[config.mk]
export PLATFORM = sky130hd
export DESIGN_NAME = adc_ctrl_regs
export DESIGN_NICKNAME = d
export VERILOG_FILES = /design/src/rtl/adc_ctrl_regs_pkg.sv /design/src/rtl/adc_start_seq.sv /design/src/rtl/adc_result_align.sv /design/src/rtl/adc_reg_read.sv /design/src/rtl/adc_ctrl_regs.sv
export SDC_FILE = /design/constraint.sdc
export NUM_CORES = 1
export LEC_CHECK = 0
export BUFFER_PORTS_ARGS = -buffer_cell sky130_fd_sc_hd__buf_2
export CAP_MARGIN = 20
export CORE_ASPECT_RATIO = 0.75
export CORE_MARGIN = 2
export CORE_UTILIZATION = 30
export DETAILED_ROUTE_END_ITERATION = 12
export PLACE_DENSITY_LB_ADDON = 0.1
export SLEW_MARGIN = 20
export SYNTH_ARGS = -nofsm -noshare
export SYNTH_HDL_FRONTEND = slang
export SYNTH_SLANG_ARGS = --single-unit
[constraint.sdc]
create_clock -name clk -period 2.9 [get_ports clk]
set_clock_uncertainty 0.05 [all_clocks]
set_input_delay 0 -clock clk [delete_from_list [all_inputs] [get_ports clk]]
set_output_delay 0 -clock clk [all_outputs]
set_load 0.01 [all_outputs]
[src/rtl/adc_ctrl_regs_pkg.sv]
package adc_ctrl_regs_pkg;
    localparam int BUS_W = 8;
    localparam int RES_W = 12;
    localparam int CH_W  = 3;

    // Control byte bit positions
    localparam int B_START = 7;
    localparam int B_BUSY  = 6;
    localparam int B_EN    = 5;
    localparam int B_FMT   = 4;

    typedef struct packed {
        logic             start;
        logic             busy;
        logic             en;
        logic             fmt;
        logic [CH_W-1:0]  chan;
        logic [BUS_W-1:0] res_hi;
        logic [BUS_W-1:0] res_lo;
        logic             req;
    } regs_t;
endpackage

[src/rtl/adc_start_seq.sv]
module adc_start_seq (
    input  logic wr_ctrl,
    input  logic wr_start,
    input  logic start_q,
    output logic start_d,
    output logic trigger
);
    always_comb begin
        start_d = start_q;
        trigger = 1'b0;
        if (wr_ctrl) begin
            start_d = wr_start;
            // stored 1 implies an earlier 0->1 step; this write is the clear
            trigger = start_q && !wr_start;
        end
    end
endmodule

[src/rtl/adc_result_align.sv]
module adc_result_align #(
    parameter int RES_W = 12,
    parameter int BUS_W = 8
) (
    input  logic             fmt,
    input  logic [RES_W-1:0] value,
    output logic [BUS_W-1:0] hi,
    output logic [BUS_W-1:0] lo
);
    localparam int LEFT_LO  = RES_W - BUS_W;
    localparam int RIGHT_HI = RES_W - BUS_W;

    always_comb begin
        hi = '0;
        lo = '0;
        if (fmt) begin
            hi[RIGHT_HI-1:0] = value[RES_W-1:BUS_W];
            lo               = value[BUS_W-1:0];
        end else begin
            hi               = value[RES_W-1:LEFT_LO];
            lo[LEFT_LO-1:0]  = value[LEFT_LO-1:0];
        end
    end
endmodule

[src/rtl/adc_reg_read.sv]
module adc_reg_read #(
    parameter int ADDR_W = 2,
    parameter int BUS_W  = 8,
    parameter logic [ADDR_W-1:0] A_CTRL = 0,
    parameter logic [ADDR_W-1:0] A_HI   = 1,
    parameter logic [ADDR_W-1:0] A_LO   = 2
) (
    input  logic [ADDR_W-1:0] addr,
    input  logic [BUS_W-1:0]  ctrl,
    input  logic [BUS_W-1:0]  hi,
    input  logic [BUS_W-1:0]  lo,
    output logic [BUS_W-1:0]  rdata
);
    always_comb begin
        unique case (addr)
            A_CTRL:  rdata = ctrl;
            A_HI:    rdata = hi;
            A_LO:    rdata = lo;
            default: rdata = '0;
        endcase
    end
endmodule

[src/rtl/adc_ctrl_regs.sv]
module adc_ctrl_regs
    import adc_ctrl_regs_pkg::*;
#(
    parameter int ADDR_W = 2
) (
    input  logic              clk,
    input  logic              rst_n,
    input  logic              bus_wr,
    input  logic [ADDR_W-1:0] bus_addr,
    input  logic [BUS_W-1:0]  bus_wdata,
    output logic [BUS_W-1:0]  bus_rdata,
    output logic              conv_en,
    output logic              conv_req,
    output logic [CH_W-1:0]   conv_chan,
    input  logic              conv_done,
    input  logic [RES_W-1:0]  conv_data
);
    localparam logic [ADDR_W-1:0] A_CTRL = ADDR_W'(0);
    localparam logic [ADDR_W-1:0] A_HI   = ADDR_W'(1);
    localparam logic [ADDR_W-1:0] A_LO   = ADDR_W'(2);

    regs_t st_q, st_d;

    logic             wr_ctrl;
    logic             start_d;
    logic             trigger;
    logic [BUS_W-1:0] al_hi, al_lo;
    logic [BUS_W-1:0] ctrl_rd;
    logic             unused_wbits;

    assign wr_ctrl      = bus_wr && (bus_addr == A_CTRL);
    assign unused_wbits = ^{bus_wdata[B_BUSY], bus_wdata[3]};

    adc_start_seq u_seq (
        .wr_ctrl  (wr_ctrl),
        .wr_start (bus_wdata[B_START]),
        .start_q  (st_q.start),
        .start_d  (start_d),
        .trigger  (trigger)
    );

    adc_result_align #(.RES_W(RES_W), .BUS_W(BUS_W)) u_align (
        .fmt   (st_q.fmt),
        .value (conv_data),
        .hi    (al_hi),
        .lo    (al_lo)
    );

    always_comb begin
        st_d       = st_q;
        st_d.req   = 1'b0;
        st_d.start = start_d;
        if (wr_ctrl) begin
            st_d.en   = bus_wdata[B_EN];
            st_d.fmt  = bus_wdata[B_FMT];
            st_d.chan = bus_wdata[CH_W-1:0];
        end
        if (!st_d.en) begin
            st_d.busy = 1'b0;                       // off: abandon
        end else if (st_q.busy) begin
            if (conv_done && st_q.en) begin
                st_d.busy   = 1'b0;
                st_d.res_hi = al_hi;
                st_d.res_lo = al_lo;
            end
        end else if (trigger) begin
            st_d.busy = 1'b1;
            st_d.req  = 1'b1;
        end
    end

    always_ff @(posedge clk or negedge rst_n) begin
        if (!rst_n) st_q <= '0;
        else        st_q <= st_d;
    end

    always_comb begin
        ctrl_rd           = '0;
        ctrl_rd[B_START]  = st_q.start;
        ctrl_rd[B_BUSY]   = st_q.busy;
        ctrl_rd[B_EN]     = st_q.en;
        ctrl_rd[B_FMT]    = st_q.fmt;
        ctrl_rd[CH_W-1:0] = st_q.chan;
    end

    adc_reg_read #(.ADDR_W(ADDR_W), .BUS_W(BUS_W),
                   .A_CTRL(A_CTRL), .A_HI(A_HI), .A_LO(A_LO)) u_rd (
        .addr  (bus_addr),
        .ctrl  (ctrl_rd),
        .hi    (st_q.res_hi),
        .lo    (st_q.res_lo),
        .rdata (bus_rdata)
    );

    assign conv_en   = st_q.en;
    assign conv_req  = st_q.req;
    assign conv_chan = st_q.chan;

    AST_REQ_NEEDS_EN:   assert property (@(posedge clk) disable iff (!rst_n)
        conv_req |-> conv_en);
    AST_REQ_SINGLE:     assert property (@(posedge clk) disable iff (!rst_n)
        conv_req |=> !conv_req);
    AST_REQ_WITH_BUSY:  assert property (@(posedge clk) disable iff (!rst_n)
        conv_req |-> st_q.busy);
    AST_BUSY_NEEDS_EN:  assert property (@(posedge clk) disable iff (!rst_n)
        st_q.busy |-> conv_en);
    AST_FROZEN_OFF:     assert property (@(posedge clk) disable iff (!rst_n)
        !conv_en |=> ($stable(st_q.res_hi) && $stable(st_q.res_lo)));
    AST_DONE_CLEARS:    assert property (@(posedge clk) disable iff (!rst_n)
        (st_q.busy && conv_done) |=> !st_q.busy);
    AST_BUSY_NO_REQ:    assert property (@(posedge clk) disable iff (!rst_n)
        (st_q.busy && !conv_done) |=> !conv_req);
endmodule

==> results of run 1 <==
==> cell usage after synthesis <==
cell type,instances
dfrtp_1,24
mux2_2,18
o21ai_0,16
nand2_1,14
mux2i_1,7
o31ai_1,5
buf_4,4
inv_1,4
o41ai_1,4
clkbuf_1,3
buf_2,2
nor2b_1,2
and3_1,1
nand3_1,1
nor2_2,1
nor3b_1,1
nor3b_2,1
nor4b_4,1
o211ai_1,1
==> metal layers <==
layer	vias to the layer above	GRT usage	wire (um)	share of wire
li1	497	-	-	-
met1	467	0.1885	1450	0.49
met2	31	0.2389	1329	0.45
met3	2	0.03506	153	0.052
met4	0	0.02296	16	0.0054
met5	-	0	0	0
==> worst register-to-register path, stage by stage, from the launching register on <==
cell and delay [ns]:
dfrtp_1 0.43, nand3_1 0.09, buf_4 0.20, nor2_2 0.38, mux2_2 0.39
==> stage by stage <==
stage	setup slack, ns	util	std cells
2_1_floorplan	1.415	-	110
3_3_place_gp	1.266	0.3616	194
3_5_place_dp	1.277	0.3616	194
4_1_cts	1.256	0.4223	217
5_1_grt	1.155	0.4223	217
6_report	1.255	0.4223	217
==> worst min path at each step <==
stage / from / to / slack, ns
floorplan: rst_n / conv_chan[0] / -0.35
global placement: rst_n / conv_chan[2] / -0.02
detailed placement: rst_n / conv_chan[2] / -0.02
CTS: rst_n / conv_chan[2] / 0.23
global route: bus_wr / conv_req / 0.27
finish: rst_n / conv_chan[2] / 0.20
==> placed cells by master (no fill, tap or decap), types with 2 or more instances in the layout <==
| cell type | instances |
|---|---|
| o41ai_1 | 4 |
| o21ai_0 | 16 |
| nor2b_1 | 2 |
| dfrtp_1 | 24 |
| buf_2 | 36 |
| clkbuf_8 | 3 |
| inv_1 | 4 |
| buf_4 | 2 |
| o31ai_1 | 5 |
| mux2_2 | 18 |
| nand2_1 | 14 |
| mux2i_1 | 7 |
| dlygate4sd3_1 | 20 |
==> cell families (layout without fill, tap and decap cells) <==
logic type             count (synthesis)  after routing
buffers and inverters                 13             65
flip-flops                            24             24
AO/OA/AOI/OAI                         26             26
AND/OR/NAND/NOR                       22             22
multiplexers                          25             25
==> power by group through the flow <==
stage               clock (uW)  sequential [uW]  combinational (uW)
floorplan                    0              405                 109
finish                     194              411                 170
global route               213              419                 190
global placement             0              416                 150
CTS                        203              412                 173
detailed placement           0              419                 152
==> sequential cells by signal, indices dropped and copies added, names as in the netlist <==
signal and cells:
ctrl_rd 3, conv_en 1, conv_chan 3, st_q 16, conv_req 1
==> area by class of cell <==
cell class / instances / area [um2] / area share
clock buffers: 3 / 41.29 / 0.02457
inverters: 4 / 15.01 / 0.008935
multi-input cells: 73 / 559.3 / 0.3328
flip-flops and latches: 24 / 600.6 / 0.3574
well taps: 55 / 68.82 / 0.04095
repair buffers: 58 / 395.4 / 0.2353
==> run metrics, run 1 <==
# IOs=39; yosys warns=0; Final Hold Fails=0; Mapped Nets=136; Yosys top cell by area=dfrtp_1; CP Depth=4; root buffer cell=clkbuf_8; Synth Register Bits=24; adder-cell share of the synthesized area=0; Crit Reg-Reg Startpoint=conv_en; Reg2Reg Setup Slack=1.25 ns; Area Overhead vs Synth=37.04%; Reg clk slew, reported paths=0.08 ns; largest net degree at the start of global routing=25; Net Sw Frac=0.2697; Startpoint Class=flop; Filler Cell Count=387; grt ovf=0; htree depth=1; CP required=3.00 ns; die area=4620 um2; worst hold slack=0.2035 ns; Tmin final=1.645 ns; Routed wire per std cell=13.59 um; Synth Instances=110; Leak=0.0008018 uW; critical path endpoint=st_q[9]; RePlAce Congestion=0.7054; setup repair bufs after CTS=0; HP Class=input pin to async pin; Starting Density=0.3082; Post-DRT Antenna Nets=0; CP endpoint kind=flop; initial antenna violation count=0; Reg power frac=0.530; VDD IR-drop max=0.2820 mV; share of cells above drive strength 1=0.3827; synth unique cells=19; Slew HR=0.5266; outcome=finished, final reports clean; largest family of logic cells by synthesized area=multiplexers; Total Wirelength=2950 um; setup TNS=0 ns; chip height=59.37 um; RSZ-0062 raised after global routing=false; CTS tree=yes; # setup viols final=0; CTS Hold Bufs=20; post-DP HPWL=2043 um; vias per cell=4.594; crit-path max FO=17; Clk Latency, worst-skew pair=0.26 ns; nets@finish=190; compound-cell area share of the yosys netlist=0.1306; CP Cell Sequence=nand3_1 > buf_4 > nor2_2 > mux2_2; worst-margin pin slew=0.7070 ns; drt pass-1 iters=4; top cell type's share of synthesized area=0.4898; via count=997; Clock Power Share=0.250; Seq/Total Area, Yosys=0.4898; vias in the first global route=1,046; Synth Area in Simple Gates=0.1031; combinational fraction of design power=0.219; Post-CTS Resized=0; Final Power=775.0 uW; PD cells=461.2 nW/um2; Residual DRC=0; Post-Syn Area=1226 um2; Core ar.=3979 um2; top post-synthesis cells by area=dfrtp_1 49%, mux2_2 17%, o21ai_0 6.5%; worst path buffer plus inverter count=1; Syn Area/Cell=11.15 um2; max-slew violations=0; gr usage total=0.1412; Cell Area, Placed=1439 um2; ANT cells=0; FF-to-FF End=st_q[9]; Cell Rows=20; first-pass GRT wire length=4988 um; CP max stage cell=dfrtp_1; CP peak stage delay=0.43 ns; net load switching power=209.1 uW; family with the most delay on the worst path=simple AND/OR/NAND/NOR gates; DR iter-0 viols=34; reg2reg path depth=4; IO Port Bufs=36; Final Cell Area=1680 um2; mux cell area share after synthesis=0.2224; Num CTS Buffers=3; Critical Path AT=1.74 ns; worst setup path start=conv_en; final worst-path cycle share=0.5672; max cap viols=0; die width=77.82 um; Max Clock Freq=607.9 MHz; Max clock buf depth=2; clock sink count=24; Crit Path Category=flop to flop; Post-Synth XOR/XNOR Area=0; internal power=566.0 uW
Power figures use the tool's default switching activity.
==> run 2, diff against run 1 <==
==> constraint.sdc (replaced) <==
create_clock -name clk -period 1.63 [get_ports clk]
set_clock_uncertainty 0.05 [all_clocks]
set_input_delay 0 -clock clk [delete_from_list [all_inputs] [get_ports clk]]
set_output_delay 0 -clock clk [all_outputs]
set_load 0.01 [all_outputs]
==> run metrics, run 2 (synthesis results as in run 1) <==
outcome=finished, final reports clean; Area Overhead vs Synth=39.49%; die area=4620 um2 (unchanged); Crit Path Category=flop to flop; Core ar.=3979 um2 (unchanged); Final Hold Fails=0 (unchanged); root buffer cell=clkbuf_8; Core Util, Final=0.4299 (+0.007547); commonest non-fill, non-tap cells in the layout=36 x buf_2, 24 x dfrtp_1, 20 x dlygate4sd3_1; Num CTS Buffers=3 (unchanged); commonest non-fill, non-tap cell in the layout=buf_2; net load switching power=369.2 uW (+77%); Reg clk slew, reported paths=0.08 ns (about the same); worst setup path start=ctrl_rd[4]; PD cells=807.0 nW/um2 (+75%); critical path endpoint=st_q[11]; setup TNS=0 ns (unchanged); chip height=59.37 um (unchanged); reg2reg path depth=2 (-2); CTS Hold Bufs=20 (unchanged); Largest register FFs=16 (unchanged); Clock Power Share=0.249 (about the same); Reg power frac=0.530 (about the same); die width=77.82 um (unchanged); Max Clock Freq=687.4 MHz (+13%); Final Power=1380 uW (+78%); largest reg by FF count=st_q; grt ovf=0 (unchanged); post-DP HPWL=2026 um (-0.87%); VDD IR-drop max=0.4366 mV (+55%); FF-to-FF End=st_q[11]; Net Sw Frac=0.2675 (-0.002272); CTS tree=yes; Reg2Reg Setup Slack=0.18 ns (-1.08 ns); initial antenna violation count=0 (unchanged); Max clock buf depth=2 (unchanged); Post-CTS Resized=0 (unchanged); final worst-path cycle share=0.8924 (+0.3252); Crit Reg-Reg Startpoint=ctrl_rd[4]; Cell Area, Placed=1469 um2 (+2.1%); share of cells above drive strength 1=0.3976 (+0.01487); largest net degree at the start of global routing=25 (unchanged); Leak=0.0008230 uW (+2.6%); vias in the first global route=1,029 (-1.6%); Slew HR=0.6259 (+0.09923); RSZ-0062 raised after global routing=false; ANT cells=0 (unchanged); combinational fraction of design power=0.221 (+0.002); gr usage total=0.1347 (-0.006543); drt pass-1 iters=4 (unchanged); via count=1,018 (+2.1%); htree depth=1 (unchanged); Post-DRT Antenna Nets=0 (unchanged); RePlAce Congestion=0.7321 (+3.8%); Tmin final=1.455 ns (-0.1904 ns); nets@finish=194 (+2.1%); internal power=1011 uW (+79%); setup repair bufs after CTS=0 (unchanged); Final Cell Area=1710 um2 (+1.8%); CP endpoint kind=flop; CP required=1.74 ns (-1.26 ns); max-slew violations=0 (unchanged); worst-margin pin slew=0.5612 ns (-0.1458 ns); DR iter-0 viols=23 (-32%); HP Class=input pin to async pin; clock sink count=24 (unchanged); Clk Latency, worst-skew pair=0.26 ns (about the same); Residual DRC=0 (unchanged); Critical Path AT=1.56 ns (-0.18 ns); Total Wirelength=2915 um (-1.2%); crit-path max FO=14 (-3); IO Port Bufs=36 (unchanged); # IOs=39 (unchanged); # setup viols final=0 (unchanged); Routed wire per std cell=13.19 um (-3.0%); Startpoint Class=flop; max cap viols=0 (unchanged); Cell Rows=20 (unchanged); Starting Density=0.3082 (unchanged); vias per cell=4.606 (+0.26%); first-pass GRT wire length=4705 um (-5.7%)
run 2: area by class of cell:
| cell class | count | area [um2] |
|---|---|---|
| flip-flops and latches | 24 | 600.6 |
| fillers | 384 | 2268 |
| repair buffers | 62 | 425.4 |
| multi-input cells | 73 | 559.3 |
| clock buffers | 3 | 41.29 |
| inverters | 4 | 15.01 |
| well taps | 55 | 68.82 |
run 2: layer usage:
metal  part of all wire  up-vias  wire length [um]  track usage
met3              0.040        2               118      0.03201
met5                  0        -                 0            0
met4             0.0055        0                16      0.03827
met1               0.50      487              1443       0.1670
met2               0.46       23              1336       0.2377
li1                   -      506                 -            -
run 2: worst min-delay path by stage:
stage	end	slack [ns]	cells after the start
6_report	conv_chan[2]	0.20	2
5_1_grt	conv_chan[2]	0.27	2
4_1_cts	conv_chan[2]	0.22	2
3_5_place_dp	conv_chan[2]	-0.02	1
3_3_place_gp	conv_chan[2]	-0.02	1
2_1_floorplan	conv_chan[0]	-0.35	0
run 2: critical path, cell delays in order, from the launching register on:
cell and delay (ns):
dfrtp_1 0.64, mux2_2 0.40, mux2_2 0.26
run 2: per-stage QoR:
stage / hold slack (ns) / std cells / setup slack [ns]
6_report: 0.2020 / 221 / 0.1753
3_3_place_gp: -0.02348 / 198 / 0.2081
4_1_cts: 0.2206 / 221 / 0.1803
3_5_place_dp: -0.01792 / 198 / 0.1918
2_1_floorplan: -0.3456 / 110 / 0.1448
5_1_grt: 0.2657 / 221 / 0.09933
run 2: power groups by stage:
stage                     registers [uW]  logic (uW)  clock network (uW)
after global placement               741         269                   0
after CTS                            733         310                 359
after global routing                 746         340                 374
final                                732         305                 344
after detailed placement             745         273                   0
after floorplan                      720         195                   0
